<file path="src/rtl/regbank_pkg.sv">
package regbank_pkg;

    typedef enum logic [3:0] {
        RK_CTRL,
        RK_BASE,
        RK_STAT_A,
        RK_STAT_B,
        RK_STAT_C,
        RK_DATE,
        RK_TIME,
        RK_MAGIC0,
        RK_MAGIC1,
        RK_PAIR,
        RK_CSUM,
        RK_NONE
    } row_kind_e;

    typedef enum logic [1:0] {
        PH_IDLE,
        PH_SETUP,
        PH_ACCESS
    } apb_phase_e;

    localparam int          FIXED_ROWS  = 10;
    localparam int          FLAG_ROWS   = 3;
    localparam logic [31:0] MAGIC0_WORD = 32'hDEAD_BEEF;
    localparam logic [31:0] MAGIC1_WORD = 32'hCAFE_BABE;
    localparam logic [15:0] PAIR_LOW    = 16'hCAFE;
    localparam logic [15:0] PAIR_HIGH   = 16'hBEEF;
    localparam logic [31:0] CTRL_RW     = 32'h0000_0003;
    localparam logic [31:0] STAT_A_RW   = 32'h8000_0000;

    function automatic int row_count(input int nbase);
        return nbase + FIXED_ROWS;
    endfunction

    function automatic row_kind_e row_kind(input int idx, input int nbase);
        row_kind_e k;
        if (idx == 0)
            k = RK_CTRL;
        else if (idx <= nbase)
            k = RK_BASE;
        else begin
            case (idx - nbase)
                1:       k = RK_STAT_A;
                2:       k = RK_STAT_B;
                3:       k = RK_STAT_C;
                4:       k = RK_DATE;
                5:       k = RK_TIME;
                6:       k = RK_MAGIC0;
                7:       k = RK_MAGIC1;
                8:       k = RK_PAIR;
                9:       k = RK_CSUM;
                default: k = RK_NONE;
            endcase
        end
        return k;
    endfunction

    function automatic row_kind_e flag_kind(input int f);
        row_kind_e k;
        case (f)
            0:       k = RK_STAT_A;
            1:       k = RK_STAT_B;
            default: k = RK_STAT_C;
        endcase
        return k;
    endfunction

    function automatic logic [31:0] rw_mask(input row_kind_e k);
        logic [31:0] m;
        case (k)
            RK_CTRL:   m = CTRL_RW;
            RK_BASE:   m = 32'hFFFF_FFFF;
            RK_STAT_A: m = STAT_A_RW;
            default:   m = 32'h0;
        endcase
        return m;
    endfunction

    function automatic logic [31:0] ro_mask(input row_kind_e k);
        logic [31:0] m;
        case (k)
            RK_STAT_A: m = ~STAT_A_RW;
            RK_STAT_B: m = 32'hFFFF_FFFF;
            RK_STAT_C: m = 32'hFFFF_FFFF;
            default:   m = 32'h0;
        endcase
        return m;
    endfunction

    function automatic logic [31:0] fixed_word(input row_kind_e k,
                                               input logic [31:0] date,
                                               input logic [31:0] tod);
        logic [31:0] w;
        case (k)
            RK_DATE:   w = date;
            RK_TIME:   w = tod;
            RK_MAGIC0: w = MAGIC0_WORD;
            RK_MAGIC1: w = MAGIC1_WORD;
            RK_PAIR:   w = {PAIR_HIGH, PAIR_LOW};
            default:   w = 32'h0;
        endcase
        return w;
    endfunction

    function automatic logic [31:0] map_checksum(input int nbase,
                                                 input logic [31:0] date,
                                                 input logic [31:0] tod);
        logic [31:0] acc;
        logic [31:0] term;
        row_kind_e   k;
        acc = 32'h0;
        for (int r = 0; r < row_count(nbase) - 1; r++) begin
            k    = row_kind(r, nbase);
            term = rw_mask(k) + 32'd3 * ro_mask(k) + fixed_word(k, date, tod);
            acc  = acc + 32'(r + 1) * term;
        end
        return acc;
    endfunction

endpackage

</file>
<file path="src/rtl/regbank_phase_fsm.sv">
module regbank_phase_fsm
    import regbank_pkg::*;
(
    input  logic       clk,
    input  logic       rst_n,
    input  logic       psel,
    input  logic       penable,
    input  logic       pwrite,
    output logic       wr_commit,
    output apb_phase_e phase
);

    apb_phase_e state_q;
    apb_phase_e state_d;

    always_ff @(posedge clk or negedge rst_n) begin
        if (!rst_n)
            state_q <= PH_IDLE;
        else
            state_q <= state_d;
    end

    always_comb begin
        state_d = PH_IDLE;
        unique case (state_q)
            PH_IDLE: begin
                if (psel && !penable)
                    state_d = PH_SETUP;
            end
            PH_SETUP: begin
                if (psel && penable)
                    state_d = PH_ACCESS;
                else if (psel)
                    state_d = PH_SETUP;
            end
            PH_ACCESS: begin
                if (psel && !penable)
                    state_d = PH_SETUP;
            end
            default: state_d = PH_IDLE;
        endcase
    end

    always_comb begin
        wr_commit = 1'b0;
        unique case (state_q)
            PH_SETUP:  wr_commit = psel && penable && pwrite;
            PH_IDLE,
            PH_ACCESS: wr_commit = 1'b0;
            default:   wr_commit = 1'b0;
        endcase
    end

    assign phase = state_q;

endmodule

</file>
<file path="src/rtl/regbank_decode.sv">
module regbank_decode
    import regbank_pkg::*;
#(
    parameter int ADDR_W   = 12,
    parameter int NUM_BASE = 2,
    localparam int BSEL_W  = (NUM_BASE > 1) ? $clog2(NUM_BASE) : 1
) (
    input  logic [ADDR_W-1:0] paddr,
    output row_kind_e         kind,
    output logic [BSEL_W-1:0] base_sel
);

    localparam int IDX_W = ADDR_W - 2;

    logic [IDX_W-1:0] idx;
    logic [IDX_W-1:0] base_off;
    logic             unused_byte_lane;

    assign idx              = paddr[ADDR_W-1:2];
    assign unused_byte_lane = ^paddr[1:0];
    assign kind             = row_kind(int'(idx), NUM_BASE);
    assign base_off         = idx - IDX_W'(1);
    assign base_sel         = base_off[BSEL_W-1:0];

endmodule

</file>
<file path="src/rtl/regbank_store.sv">
module regbank_store
    import regbank_pkg::*;
#(
    parameter int NUM_BASE = 2,
    localparam int BSEL_W  = (NUM_BASE > 1) ? $clog2(NUM_BASE) : 1
) (
    input  logic                    clk,
    input  logic                    rst_n,
    input  logic                    wr_commit,
    input  row_kind_e               kind,
    input  logic [BSEL_W-1:0]       base_sel,
    input  logic [31:0]             wdata,
    output logic                    run_en,
    output logic                    addr_sel,
    output logic [NUM_BASE*32-1:0]  base,
    output logic                    overrun
);

    always_ff @(posedge clk or negedge rst_n) begin
        if (!rst_n) begin
            run_en   <= 1'b0;
            addr_sel <= 1'b0;
        end else if (wr_commit && kind == RK_CTRL) begin
            run_en   <= wdata[0];
            addr_sel <= wdata[1];
        end
    end

    always_ff @(posedge clk or negedge rst_n) begin
        if (!rst_n)
            overrun <= 1'b0;
        else if (wr_commit && kind == RK_STAT_A)
            overrun <= wdata[31];
    end

    for (genvar b = 0; b < NUM_BASE; b++) begin : g_base
        always_ff @(posedge clk or negedge rst_n) begin
            if (!rst_n)
                base[b*32 +: 32] <= 32'h0;
            else if (wr_commit && kind == RK_BASE && int'(base_sel) == b)
                base[b*32 +: 32] <= wdata;
        end
    end

endmodule

</file>
<file path="src/rtl/regbank_apb.sv">
module regbank_apb
    import regbank_pkg::*;
#(
    parameter int          ADDR_W     = 12,
    parameter int          NUM_BASE   = 2,
    parameter logic [31:0] BUILD_DATE = 32'h2000_0101,
    parameter logic [31:0] BUILD_TIME = 32'h0012_0000
) (
    input  logic                   pclk,
    input  logic                   presetn,
    input  logic                   psel,
    input  logic                   penable,
    input  logic                   pwrite,
    input  logic [ADDR_W-1:0]      paddr,
    input  logic [31:0]            pwdata,
    output logic [31:0]            prdata,
    output logic                   pready,
    output logic                   pslverr,
    output logic                   ctl_run_en,
    output logic                   ctl_addr_sel,
    output logic [NUM_BASE*32-1:0] ctl_base,
    output logic                   ctl_overrun,
    input  logic [7:0]             st_frame_cnt,
    input  logic [22:0]            st_reply_cnt,
    input  logic [15:0]            st_line_cnt,
    input  logic [15:0]            st_toggle_cnt,
    input  logic [31:0]            st_valid_cnt,
    output logic [FLAG_ROWS-1:0]   wr_flag
);

    localparam int          BSEL_W   = (NUM_BASE > 1) ? $clog2(NUM_BASE) : 1;
    localparam logic [31:0] CSUM_VAL = map_checksum(NUM_BASE, BUILD_DATE, BUILD_TIME);

    row_kind_e         kind;
    logic [BSEL_W-1:0] base_sel;
    logic              wr_commit;
    apb_phase_e        phase;
    apb_phase_e        unused_phase;

    regbank_phase_fsm i_fsm (
        .clk       (pclk),
        .rst_n     (presetn),
        .psel      (psel),
        .penable   (penable),
        .pwrite    (pwrite),
        .wr_commit (wr_commit),
        .phase     (phase)
    );
    assign unused_phase = phase;

    regbank_decode #(
        .ADDR_W   (ADDR_W),
        .NUM_BASE (NUM_BASE)
    ) i_decode (
        .paddr    (paddr),
        .kind     (kind),
        .base_sel (base_sel)
    );

    regbank_store #(
        .NUM_BASE (NUM_BASE)
    ) i_store (
        .clk       (pclk),
        .rst_n     (presetn),
        .wr_commit (wr_commit),
        .kind      (kind),
        .base_sel  (base_sel),
        .wdata     (pwdata),
        .run_en    (ctl_run_en),
        .addr_sel  (ctl_addr_sel),
        .base      (ctl_base),
        .overrun   (ctl_overrun)
    );

    always_comb begin
        prdata = 32'h0;
        unique case (kind)
            RK_CTRL:   prdata = {30'h0, ctl_addr_sel, ctl_run_en};
            RK_BASE:   prdata = ctl_base[int'(base_sel)*32 +: 32];
            RK_STAT_A: prdata = {ctl_overrun, st_reply_cnt, st_frame_cnt};
            RK_STAT_B: prdata = {st_toggle_cnt, st_line_cnt};
            RK_STAT_C: prdata = st_valid_cnt;
            RK_DATE,
            RK_TIME,
            RK_MAGIC0,
            RK_MAGIC1,
            RK_PAIR:   prdata = fixed_word(kind, BUILD_DATE, BUILD_TIME);
            RK_CSUM:   prdata = CSUM_VAL;
            RK_NONE:   prdata = 32'h0;
            default:   prdata = 32'h0;
        endcase
    end

    for (genvar f = 0; f < FLAG_ROWS; f++) begin : g_flag
        assign wr_flag[f] = wr_commit && (kind == flag_kind(f));
    end

    assign pready  = 1'b1;
    assign pslverr = 1'b0;

endmodule

</file>
<file path="config.mk">
export PLATFORM = sky130hd
export DESIGN_NAME = regbank_apb
export DESIGN_NICKNAME = d
export VERILOG_FILES = /design/src/rtl/regbank_pkg.sv /design/src/rtl/regbank_phase_fsm.sv /design/src/rtl/regbank_decode.sv /design/src/rtl/regbank_store.sv /design/src/rtl/regbank_apb.sv
export SDC_FILE = /design/constraint.sdc
export NUM_CORES = 1
export LEC_CHECK = 0
export BUFFER_PORTS_ARGS = -buffer_cell sky130_fd_sc_hd__buf_2
export CELL_PAD_IN_SITES_DETAIL_PLACEMENT = 2
export CELL_PAD_IN_SITES_GLOBAL_PLACEMENT = 2
export CORE_MARGIN = 1
export CORE_UTILIZATION = 29
export DETAILED_ROUTE_END_ITERATION = 7
export PLACE_DENSITY = 0.95
export SETUP_SLACK_MARGIN = 0.3
export SLEW_MARGIN = 10
export SYNTH_ARGS = -nofsm -noshare
export SYNTH_HDL_FRONTEND = slang
export SYNTH_SLANG_ARGS = --single-unit
</file>
<file path="constraint.sdc">
create_clock -name pclk -period 4.6 [get_ports pclk]
set_input_delay 0.23 -clock pclk [delete_from_list [all_inputs] [get_ports pclk]]
set_output_delay 0.23 -clock pclk [all_outputs]
set_load 0.005 [all_outputs]
</file>
Word-level counts from Yosys, hierarchy flattened. Memory sizes are Yosys's and may differ from the RTL's. Cells that the tools add are included.

Register bits after elaboration: 69. Bits of input ports: 144. Output and inout bits: 104. Latch bits: 0. Word-level logic and storage cells: 51. Memories kept: 1. Bits in read-only memories: 64. Bits in writable memories: 0.

Magnitude comparators: 1. Bitwise logic cells: 1. Reduce and logical (&&, ||, !) cells: 17. Shift-type cells: 1. Add/subtract/negate cells: 2. Eq/ne operators: 12. Multipliers: 0. Divide/modulo/power cells: 0. Muxes and demuxes: 10.

Memory list: (name not given) (words 16, width 4, rd ports 1, clocked after Yosys merged registers in 0, wr ports 0, line regbank_pkg.sv:44) `case (idx - nbase)`.

Operator list (count): case mux 32 bit (7 select lines) (1); case mux 32 bit (5 select lines) (1); indexed part select 64 x 7 -> 32 bit (1); logical NOT 28 bit (1); equality test 4 x 3 -> 1 bit, second input constant (4); equality test 4 bit, second input constant (3); 2-to-1 mux 4 bit (3); subtractor 10 x 2 -> 11 bit, second input constant (1); less-or-equal comparator 10 x 2 -> 1 bit, second input constant (1); logical AND 1 bit (10); logical NOT 10 bit (1); equality test 4 x 2 -> 1 bit, second input constant (2); OR reduction 5 bit (1); equality test 4 x 1 -> 1 bit, second input constant (1); logical NOT 4 bit (1); case mux 2 bit (2 select lines) (1); 2-to-1 mux 1 bit (3); equality test 2 x 1 -> 1 bit, second input constant (1); equality test 2 bit, second input constant (1); logical NOT 2 bit (1); 2-to-1 mux 2 bit (1); OR reduction 2 bit (1); logical NOT 1 bit (1); inverter 1 bit (1); subtractor 1 bit, second input constant (1).

Depth between registers and ports, before layout. Gate-level depths: netlist of the first run.

Depth after elaboration: 8. Gate-level depth with buffers: 10. Mapped depth without buffers: 8.

Cells and area by module. A second synthesis of the first run with hierarchy kept.

Cell total of the unflattened synthesis: 454. Area total of the unflattened synthesis: 4800.9 µm².

By module, submodules not included: regbank_store (instances 1, cells each 147, sequential area each 1676.6 µm², area each 2552.4 µm²); regbank_apb (instances 1, cells each 250, sequential area each 0.0 µm², area each 1811.7 µm²); regbank_decode (instances 1, cells each 51, sequential area each 0.0 µm², area each 359.1 µm²); regbank_phase_fsm (instances 1, cells each 6, sequential area each 50.0 µm², area each 77.6 µm²).

Least setup slack after synthesis of the first run. No wires, ideal clock.

Path kind: input to output. Start point: input port paddr[2]. End point: output port prdata[28]. Stages: 10. Path buffers: 2. Arrival time: 2.549 ns. Path slack: 1.821 ns. Cell sequence: clkbuf_1 inv_1 ha_1 or3b_2 or2_2 a21oi_4 buf_4 mux2i_1 o22ai_1 nand4b_1.

Cells in the longest elaborated chain, start to end: 8. Elaborated cells between the ends (all ways): 24. Classes of those cells: 2 x add/sub; 1 x order compare; 10 x eq/ne; 1 x shift; 5 x mux; 4 x reduce/logical; 1 x memory.

Ends and longest elaborated chain: start: declaration (line regbank_apb.sv:14) `input logic [ADDR_W-1:0] paddr,`; subtractor 10 x 2 -> 11 bit (line regbank_pkg.sv:44); memory (16 x 4 bit) / logical NOT 28 bit (equally long branches); 2-to-1 mux 4 bit (line regbank_pkg.sv:44); 2-to-1 mux 4 bit (line regbank_pkg.sv:41) `else if (idx <= nbase)`; 2-to-1 mux 4 bit (line regbank_pkg.sv:39) `if (idx == 0)`; equality test 4 bit / equality test 4 x 3 -> 1 bit (equally long branches) (line regbank_pkg.sv:96, regbank_apb.sv:77); case mux 32 bit (5 select lines) / OR reduction 5 bit (equally long branches) (line regbank_pkg.sv:96, regbank_apb.sv:77); case mux 32 bit (7 select lines) * (line regbank_apb.sv:77) `unique case (kind)`; end: declaration (line regbank_apb.sv:16) `output logic [31:0] prdata,`.

Mark *: on every way between the ends. The rest lies on a longest branch, timed or not.

Worst setup path in the final report of the first run.
Start point: input port paddr[3]. End point: output port prdata[10].

Cells in the longest elaborated chain, start to end: 8. Elaborated cells between the ends (all ways): 22. Classes of those cells: 1 x add/sub; 1 x order compare; 10 x eq/ne; 5 x mux; 4 x reduce/logical; 1 x memory.

Ends and longest elaborated chain (line): subtractor 10 x 2 -> 11 bit (regbank_pkg.sv:44); memory (16 x 4 bit) / logical NOT 28 bit (equally long branches); 2-to-1 mux 4 bit (regbank_pkg.sv:44); 2-to-1 mux 4 bit (regbank_pkg.sv:41); 2-to-1 mux 4 bit * (regbank_pkg.sv:39); equality test 4 bit / equality test 4 x 3 -> 1 bit (equally long branches) (regbank_pkg.sv:96, regbank_apb.sv:77); case mux 32 bit (5 select lines) / OR reduction 5 bit (equally long branches) (regbank_pkg.sv:96, regbank_apb.sv:77); case mux 32 bit (7 select lines) * (regbank_apb.sv:77).

Marks and branches as above.

==> run_results.csv, run 1 <==
group,metric,value,unit
yosys,netlist_area,4890,µm²
die,io_pins,248,
die,die_y,132,µm
drt,avgViaCountPerCell,5.27,
drt,wire_per_inst,23.2,µm
timing,min_period,3.66,ns
placement,dp_worst_setup_slack,0.947,ns
clock_network,cts_tree,"yes",
job,timing.max_cap.violations,0,
yosys,syn_avg_cell_area,10.3,µm²
placement,dpl.cell_count,918,
drt,drc_errors,0,
final_layout,fin_area,6590,µm²
min_path,hold_class,"primary input to flip-flop",
grt,grt_pass1_wl,33100,µm
timing,worst_pin_slew,1.13,ns
worst_setup_path,worstPathRequired,4.37,ns
grt,grt.total_usage,0.251,
yosys,ys_warn_count,0,
yosys,synth-edff-count,0,
clock_network,root_buffer,"clkbuf_16",
die,die_area,17400,µm²
timing,drv_slew,0,
placement,dp_hpwl,17200,µm
timing,skew,0.00350,ns
placement,dpl_cell_area,6280,µm²
die,start_util,0.296,
pwr,cellLeakagePower,3.69,nW
die,num_rows,47,
final_layout,drive_above_1_share,0.520,
yosys,ys_ff_latch,69,
timing,fin_crit_sh,0.795,
clock_network,cts_setup_buffers,0,
yosys,syn_inst,477,
die,core,16500,µm²
drt,antenna_left,0,
final_layout,syn2layout_area_growth,34.7,%
final_layout,final_common_cell,"buf_2",
grt,grt_overflow_total,0,
grt,grt_pass1_vias,5422,
placement,io_buffers,243,
worst_setup_path,cp.arrival,3.43,ns
grt,antenna_found_initial,3,
clock_network,clock-sinks,69,
drt,dr.pass1.iters,4,
placement,finalWeightedCongestion,0.848,
clock_network,htree_levels,3,
drt,drtIter0Drc,207,
drt,totalWireLength,21800,µm
yosys,synthFlopType,"dfrtp_1",
drt,vias,4946,
pwr,ir_worst_vdd,0.000201,V
worst_setup_path,crit_type,"primary input to primary output",
clock_network,numCtsBuffers,9,
grt,grtUsageMet1,0.298,
timing,fmax,274,MHz
clock_network,clockBufferDepth,2,
grt,grt_util_met3,0.0423,
worst_setup_path,critical_path.max_fanout,15,
timing,max_slew_margin,0.244,
pwr,p_per_area,237,nW/µm²
worst_setup_path,critPathCaptureType,"primary output",
die,die_w,132,µm
clock_network,clkTransAtPathRegs,0.06,ns
grt,use_met2,0.451,
timing,setup_violations,0,
outcome,status,"finished clean",
worst_setup_path,cp-start-kind,"primary input",
timing,report.final.hold_viol_count,0,
yosys,yosysUniqueCellTypes,70,
final_layout,fin_nets,859,
clock_network,clk_latency,0.33,ns
final_layout,mostFrequentLayoutCells,"buf_2 (243), dfrtp_1 (69), nand2_1 (57)",
timing,fin_ws,0.944,ns
timing,rsz0062_at_grt,"false",
yosys,synthArstFlopShare,1.00,
grt,grt_max_degree,40,
timing,final.setup.tns,0,ns
final_layout,stdcell_count,938,
grt,grt-busiest-layer,"met2",
yosys,yosysSeqAreaShare,0.353,
yosys,synth_nets,626,
[power breakdown]
group	total, W	switching, W	internal [W]
clock network	0.000693	0.000260	0.000433
registers	0.000610	0.00000107	0.000609
logic	0.000258	0.000155	0.000102
[worst max-delay path, cell delays in order]
cell,delay [ns]
buf_2,0.13
inv_1,0.10
ha_1,0.45
xor2_2,0.24
nor4b_1,0.50
o2111ai_2,0.64
nor2_1,0.68
a221oi_1,0.19
o21ai_0,0.11
buf_2,0.15
[sequential cells by signal, indices dropped and copies added (netlist names)]
signal / count
i_fsm.phase: 2
i_store.addr_sel: 1
i_store.base: 64
i_store.overrun: 1
i_store.run_en: 1
[area by class of cell]
class,instances,area (µm²)
diodes,3,7.51
clock buffers,12,246
clock inverters,4,47.5
fillers,1830,9940
inverters,5,18.8
multi-input cells,373,2980
flip-flops and latches,69,1730
well taps,220,275
repair buffers,252,1290
[worst paths after layout]
check                                     from          endpoint  slack, ns  depth (start not counted)
worst max-delay path                  paddr[3]        prdata[10]       0.94                         10
worst min-delay path                   penable    i_fsm.phase[0]       0.06                          2
worst max register to register  i_fsm.phase[1]  i_store.base[15]       2.03                          4
worst min register to register  i_fsm.phase[0]    i_fsm.phase[0]       0.44                          1
max in group asynchronous              presetn  i_store.base[44]       3.07                          3
min in group asynchronous              presetn  i_store.base[10]       0.52                          2
[synthesized netlist by cell type (8+ instances only)]
| cell | number | share of area |
|---|---|---|
| dfrtp_1 | 69 | 0.35 |
| nand2_1 | 57 | 0.044 |
| mux2_2 | 53 | 0.12 |
| mux2_4 | 30 | 0.092 |
| mux2i_1 | 27 | 0.055 |
| nand3_1 | 27 | 0.028 |
| a21oi_1 | 25 | 0.026 |
| nor2_1 | 20 | 0.015 |
| o21ai_0 | 20 | 0.020 |
| a211o_1 | 12 | 0.021 |
| buf_2 | 11 | 0.011 |
| clkbuf_1 | 9 | 0.0069 |
| a21o_1 | 8 | 0.012 |
[metrics by stage]
step / util / hold slack (ns) / power (W)
3_3_place_gp: 0.380 / 0.311 / 0.000869
5_1_grt: 0.399 / 0.0543 / 0.00161
6_report: 0.399 / 0.0604 / 0.00156
3_5_place_dp: 0.380 / 0.325 / 0.000878
2_1_floorplan: - / -0.0656 / 0.000752
4_1_cts: 0.398 / 0.0546 / 0.00157
[per-layer routing]
metal | up-vias | share of wire
li1 | 2237 | -
met1 | 2482 | 0.41
met2 | 191 | 0.52
met3 | 36 | 0.053
met4 | 0 | 0.026
met5 | - | 0
[cells by family (layout without fill, tap and decap cells)]
logic type | count (synthesis) | in the layout | share of synthesized area
xor+xnor | 2 | 2 | 0.00665
buf+inv | 35 | 273 | 0.0397
simple gates | 146 | 146 | 0.151
compound gates | 108 | 108 | 0.166
mux | 110 | 110 | 0.269
fa+ha+maj | 5 | 5 | 0.0128
other cells | 2 | 5 | 0.00154
flops | 69 | 69 | 0.353
[timing repair]
action,4_1_cts,5_1_grt
hold buffers,1,0
hold endpoints to repair,30,0
gates resized for setup,0,0
No activity file was read; power rests on OpenSTA's default activity.
==> run 2, diff against run 1 <==
Settings changed: ABC_AREA from default to 1, CORE_UTILIZATION 29 to 20, PLACE_DENSITY 0.95 to 0.85.
Clock period 4.6 ns to 3 ns, I/O delays scaled along.
==> run_results.csv, run 2 <==
group,metric,value,unit
outcome,status,"finished clean",
yosys,synth-edff-count,0,
timing,report.final.hold_viol_count,0,
placement,dp_hpwl,19000,µm
timing,fin_crit_sh,0.861,
drt,drtIter0Drc,243,
pwr,finalPower,0.00248,W
pwr,cellLeakagePower,4.22,nW
yosys,synth_common_cells,"nand2_1 (326), nor2_1 (74), inv_1 (72)",
timing,max_slew_margin,0.395,
timing,fmax,387,MHz
die,core,24400,µm²
clock_network,root_buffer,"clkbuf_16",
worst_setup_path,critical_path.max_fanout,8,
clock_network,htree_levels,3,
clock_network,numCtsBuffers,9,
yosys,syn_avg_cell_area,6.28,µm²
die,num_rows,57,
worst_setup_path,cp.arrival,2.43,ns
worst_setup_path,worstPathRequired,2.85,ns
drt,vias,6091,
worst_setup_path,crit_type,"primary input to primary output",
yosys,synthArstFlopShare,1.00,
timing,min_period,2.58,ns
final_layout,fin_nets,1175,
drt,avgViaCountPerCell,4.50,
worst_setup_path,ff2ff_path_depth,7,
grt,grt_max_degree,70,
grt,grt_overflow_total,0,
timing,drv_slew,0,
yosys,yosysSeqAreaShare,0.347,
timing,final.setup.tns,0,ns
final_layout,mostFrequentLayoutCells,"nand2_1 (323), buf_2 (243), inv_1 (71)",
worst_setup_path,r2r_slack,0.97,ns
die,die_w,160,µm
clock_network,cts_tree,"yes",
yosys,synth_area_leaders,"dfrtp_1 (35%), nand2_1 (25%), nand3_1 (6.8%), o21ai_1 (6.5%), nor2_1 (5.6%)",
final_layout,drive_above_1_share,0.308,
drt,dr.pass1.iters,4,
final_layout,syn2layout_area_growth,39.9,%
final_layout,final_common_cell,"nand2_1",
yosys,synth_nets,941,
min_path,hold_class,"primary input to async pin",
timing,skew,0.00623,ns
job,timing.max_cap.violations,0,
die,start_util,0.204,
final_layout,insertedDiodeCount,0,
drt,drc_errors,0,
clock_network,clockBufferDepth,2,
die,io_pins,248,
grt,grt_pass1_wl,36400,µm
worst_setup_path,r2r_end,"i_store.base[18]",
final_layout,largest_reg_flops,64,
grt,antenna_found_initial,1,
yosys,synthFlopType,"dfrtp_1",
die,die_y,160,µm
die,die_area,25500,µm²
grt,grt_pass1_vias,6525,
yosys,syn_inst,792,
final_layout,top_register,"i_store.base",
drt,antenna_left,0,
yosys,synth_most_common_cell,"nand2_1",
timing,worst_pin_slew,0.908,ns
yosys,ys_warn_count,0,
placement,finalWeightedCongestion,0.890,
clock_network,clk_latency,0.33,ns
drt,totalWireLength,23800,µm
timing,setup_violations,0,
yosys,yosysUniqueCellTypes,28,
yosys,netlist_area,4970,µm²
worst_setup_path,critPathCaptureType,"primary output",
drt,wire_per_inst,17.6,µm
timing,whs,0.00835,ns
yosys,yosys.area.top_type,"dfrtp_1",
clock_network,clock-sinks,69,
pwr,p_per_area,356,nW/µm²
yosys,ys_ff_latch,69,
pwr,ir_worst_vdd,0.000208,V
worst_setup_path,r2r-start,"i_fsm.phase[1]",
timing,rsz0062_at_grt,"true",
worst_setup_path,cp-start-kind,"primary input",
placement,io_buffers,243,
clock_network,clkTransAtPathRegs,0.06,ns
yosys,yosysTopAreaCellShare,0.347,
grt,grt.total_usage,0.184,
[run 2: changes by cell type after synthesis, moves of 21 or more]
| cell | delta |
|---|---|
| mux2_4 | -30 |
| mux2i_1 | -24 |
| o21ai_1 | +64 |
| nor2_1 | +54 |
| mux2_2 | -53 |
| nand2_1 | +269 |
| inv_1 | +67 |
| a21oi_1 | -21 |
| nand3_1 | +41 |
[run 2: critical path: stages]
cell	delay (ns)
buf_2	0.11
inv_1	0.13
ha_2	0.24
nand2_1	0.07
nor2_1	0.04
nand2_1	0.22
nand2_2	0.14
nor2_2	0.23
nand2_1	0.14
nor2_4	0.18
nand3_2	0.27
nor2_1	0.27
nor2_1	0.07
nand2_1	0.06
buf_2	0.10
[run 2: cell type report]
class | instances | area [µm²]
clock buffers | 9 | 225
clock inverters | 6 | 136
fillers | 3053 | 17400
inverters | 79 | 297
multi-input cells | 602 | 2750
flip-flops and latches | 69 | 1730
well taps | 324 | 405
repair buffers | 265 | 1420
[run 2: worst max-delay path by stage]
stage,depth (start not counted),from,end
after floorplan,16,paddr[2],prdata[10]
after global placement,16,paddr[3],prdata[13]
after detailed placement,16,paddr[3],prdata[13]
after CTS,15,paddr[3],prdata[1]
after global routing,16,paddr[3],prdata[14]
final,15,paddr[3],prdata[14]
[run 2: layer usage]
metal,up-vias,GRT usage,routed length [µm]
met5,-,0,13
met4,2,0.0498,393
met3,24,0.0275,997
met2,175,0.314,11300
met1,2933,0.239,11100
li1,2957,-,-
[run 2: kinds of logic after synthesis]
family                     after synthesis  synth area share
AOI/OAI and AO/OA                       78            0.0802
other                                    2           0.00151
and+or+nand+nor                        513             0.437
buffers and inverters                  122             0.115
muxes                                    3           0.00604
adders and majority gates                5            0.0126
DFF                                     69             0.347
[run 2: per-stage QoR]
step / instances / util / cell area, µm² / setup slack [ns]
3_3_place_gp: 1332 / 0.265 / 6470 / 0.349
6_report: 1354 / 0.285 / 6960 / 0.417
2_1_floorplan: 792 / - / 4970 / 0.751
5_1_grt: 1354 / 0.285 / 6960 / 0.234
4_1_cts: 1349 / 0.282 / 6870 / 0.305
3_5_place_dp: 1332 / 0.265 / 6470 / 0.243
[run 2: what timing repair did]
| item | CTS | global route |
|---|---|---|
| buffers inserted | 0 | 5 |
| pin swaps | 1 | 4 |
| cloned | 1 | 0 |
| endpoints found under the setup margin | 23 | 32 |
| hold endpoints to repair | 1 | 0 |
| hold buffers | 1 | 0 |
| resized for setup | 6 | 15 |
[run 2: power breakdown]
group	internal (W)	total, W	switching (W)
Sequential	0.000932	0.000933	0.000000629
Clock	0.000893	0.00129	0.000398
Combinational	0.000105	0.000256	0.000150
==> run 3, diff against run 2 <==
Settings changed: CORE_UTILIZATION 20 to 21, CTS_BUF_LIST from default to sky130_fd_sc_hd__clkbuf_4, PLACE_DENSITY 0.85 to 0.88.
==> run_results.csv, run 3 (synthesis gave the netlist of run 2 again) <==
group,metric,value,unit
outcome,status,"finished clean",
drt,dr.pass1.iters,4,
timing,max_slew_margin,0.515,
clock_network,clock-sinks,69,
pwr,p_sw,0.000519,W
pwr,switching_share,0.281,
final_layout,seq_area,1730,µm²
pwr,finalPower,0.00185,W
worst_setup_path,r2r_slack,0.96,ns
min_path,hold_class,"primary input to flip-flop",
die,start_util,0.217,
die,die_w,156,µm
final_layout,syn2layout_area_growth,41.4,%
die,die_area,24300,µm²
final_layout,mostFrequentLayoutCells,"nand2_1 (323), buf_2 (243), inv_1 (72)",
pwr,internal-power,0.00133,W
drt,totalWireLength,25400,µm
die,core,22900,µm²
final_layout,nFillCells,2833,
grt,antenna_found_initial,0,
final_layout,final_common_cell,"nand2_1",
timing,fmax,391,MHz
clock_network,clockBufferDepth,2,
worst_setup_path,critical_path.max_fanout,10,
worst_setup_path,critPathCaptureType,"primary output",
timing,fin_crit_sh,0.853,
timing,setup_violations,0,
worst_setup_path,crit_path_start,"paddr[3]",
clock_network,htree_levels,3,
worst_setup_path,worstPathRequired,2.85,ns
min_path,min_from,"pwdata[1]",
placement,dp_hpwl,19400,µm
final_layout,largest_reg_flops,64,
clock_network,cts_tree,"yes",
placement,finalWeightedCongestion,0.833,
pwr,p_per_area,262,nW/µm²
grt,grt.total_usage,0.206,
drt,avgViaCountPerCell,4.59,
grt,grt_overflow_total,0,
drt,drc_errors,0,
timing,report.final.hold_viol_count,0,
timing,rsz0062_at_grt,"true",
clock_network,root_buffer,"clkbuf_4",
drt,antenna_left,0,
placement,io_buffers,243,
clock_network,clk_latency,0.44,ns
worst_setup_path,cp-start-kind,"primary input",
grt,grt_max_degree,65,
pwr,power_frac_comb,0.160,
clock_network,cts_setup_buffers,0,
pwr,ir_worst_vdd,0.000161,V
pwr,clkPwrFrac,0.335,
drt,drtIter0Drc,254,
pwr,power_frac_seq,0.505,
final_layout,top_register,"i_store.base",
timing,final.setup.tns,0,ns
job,timing.max_cap.violations,0,
clock_network,numCtsBuffers,9,
timing,worst_pin_slew,0.727,ns
final_layout,insertedDiodeCount,0,
pwr,cellLeakagePower,4.24,nW
drt,wire_per_inst,18.5,µm
worst_setup_path,crit_type,"primary input to primary output",
timing,drv_slew,0,
die,die_y,156,µm
grt,grt_pass1_wl,38100,µm
timing,skew,0.0191,ns
final_layout,multi_input_area,2740,µm²
worst_setup_path,cp.arrival,2.41,ns
clock_network,clkTransAtPathRegs,0.12,ns
worst_setup_path,r2r-start,"i_fsm.phase[1]",
grt,grt_pass1_vias,6752,
die,num_rows,55,
drt,vias,6304,
final_layout,drive_above_1_share,0.294,
die,io_pins,248,
timing,min_period,2.56,ns
final_layout,fin_nets,1205,
## run 3: changes by cell type in the layout (fill, tap and decap cells not counted), moves of 2 or more
cell / previous run / this run
buf_4: 16 / 11
clkbuf_4: 0 / 10
dlygate4sd3_1: 1 / 35
bufinv_16: 4 / 1
clkbuf_16: 9 / 0
buf_12: 1 / 3
nor2_4: 7 / 4
nor2_2: 7 / 10
## run 3: final timing paths
path                       cells after the start               end
max                                           19        prdata[10]
min                                            3   i_store.base[1]
max reg2reg                                    7  i_store.base[33]
min reg2reg                                    1    i_fsm.phase[1]
max in group asynchronous                      3  i_store.base[61]
min in group asynchronous                      2  i_store.base[19]
## run 3: layout make-up
type / instances / share of cell area
Multi-Input combinational cell: 602 / 0.389
Timing Repair Buffer: 295 / 0.248
Sequential cell: 69 / 0.245
Tap cell: 313 / 0.0557
Inverter: 79 / 0.0421
Clock buffer: 10 / 0.0107
Clock inverter: 6 / 0.00889
## run 3: power by group through the flow
stage / logic, W / registers [W] / clock network (W)
6_report: 0.000296 / 0.000931 / 0.000618
5_1_grt: 0.000325 / 0.000932 / 0.000671
4_1_cts: 0.000290 / 0.000932 / 0.000649
3_5_place_dp: 0.000252 / 0.000949 / 0
3_3_place_gp: 0.000243 / 0.000949 / 0
2_1_floorplan: 0.0000912 / 0.000950 / 0
## run 3: worst max-delay path, cell delays in order
cell	delay [ns]
buf_2	0.12
inv_1	0.13
ha_2	0.23
inv_1	0.07
nand2_1	0.08
nand2_1	0.06
nand2_1	0.09
nand3_2	0.18
inv_1	0.15
nand3_2	0.13
nor2_2	0.19
buf_4	0.20
nand2_1	0.10
inv_2	0.15
nand2_1	0.08
nand2_1	0.08
inv_1	0.04
nand2_1	0.05
buf_2	0.11
## run 3: per-layer routing
| metal | track usage | up-vias | share of wire |
|---|---|---|---|
| li1 | - | 3009 | - |
| met1 | 0.264 | 3047 | 0.45 |
| met2 | 0.352 | 208 | 0.47 |
| met3 | 0.0281 | 40 | 0.049 |
| met4 | 0.0724 | 0 | 0.028 |
| met5 | 0 | - | 0 |
## run 3: timing repair
| item | CTS | global route |
|---|---|---|
| setup endpoints to repair | 9 | 33 |
| resized for setup | 2 | 16 |
| hold buffers | 35 | 0 |
| cloned | 0 | 1 |
| hold endpoints to repair | 77 | 0 |
| pin swaps | 0 | 1 |
## run 3: metrics by stage
step | cell area, µm² | std cells | util | hold WS, ns | worst slack, ns
2_1_floorplan | 4970 | 792 | - | -0.146 | 0.751
3_3_place_gp | 6470 | 1322 | 0.283 | 0.0772 | 0.233
3_5_place_dp | 6470 | 1322 | 0.283 | 0.0835 | 0.175
4_1_cts | 6970 | 1373 | 0.304 | 0.0141 | 0.280
5_1_grt | 7040 | 1374 | 0.307 | 0.0288 | 0.249
6_report | 7040 | 1374 | 0.307 | 0.0370 | 0.440
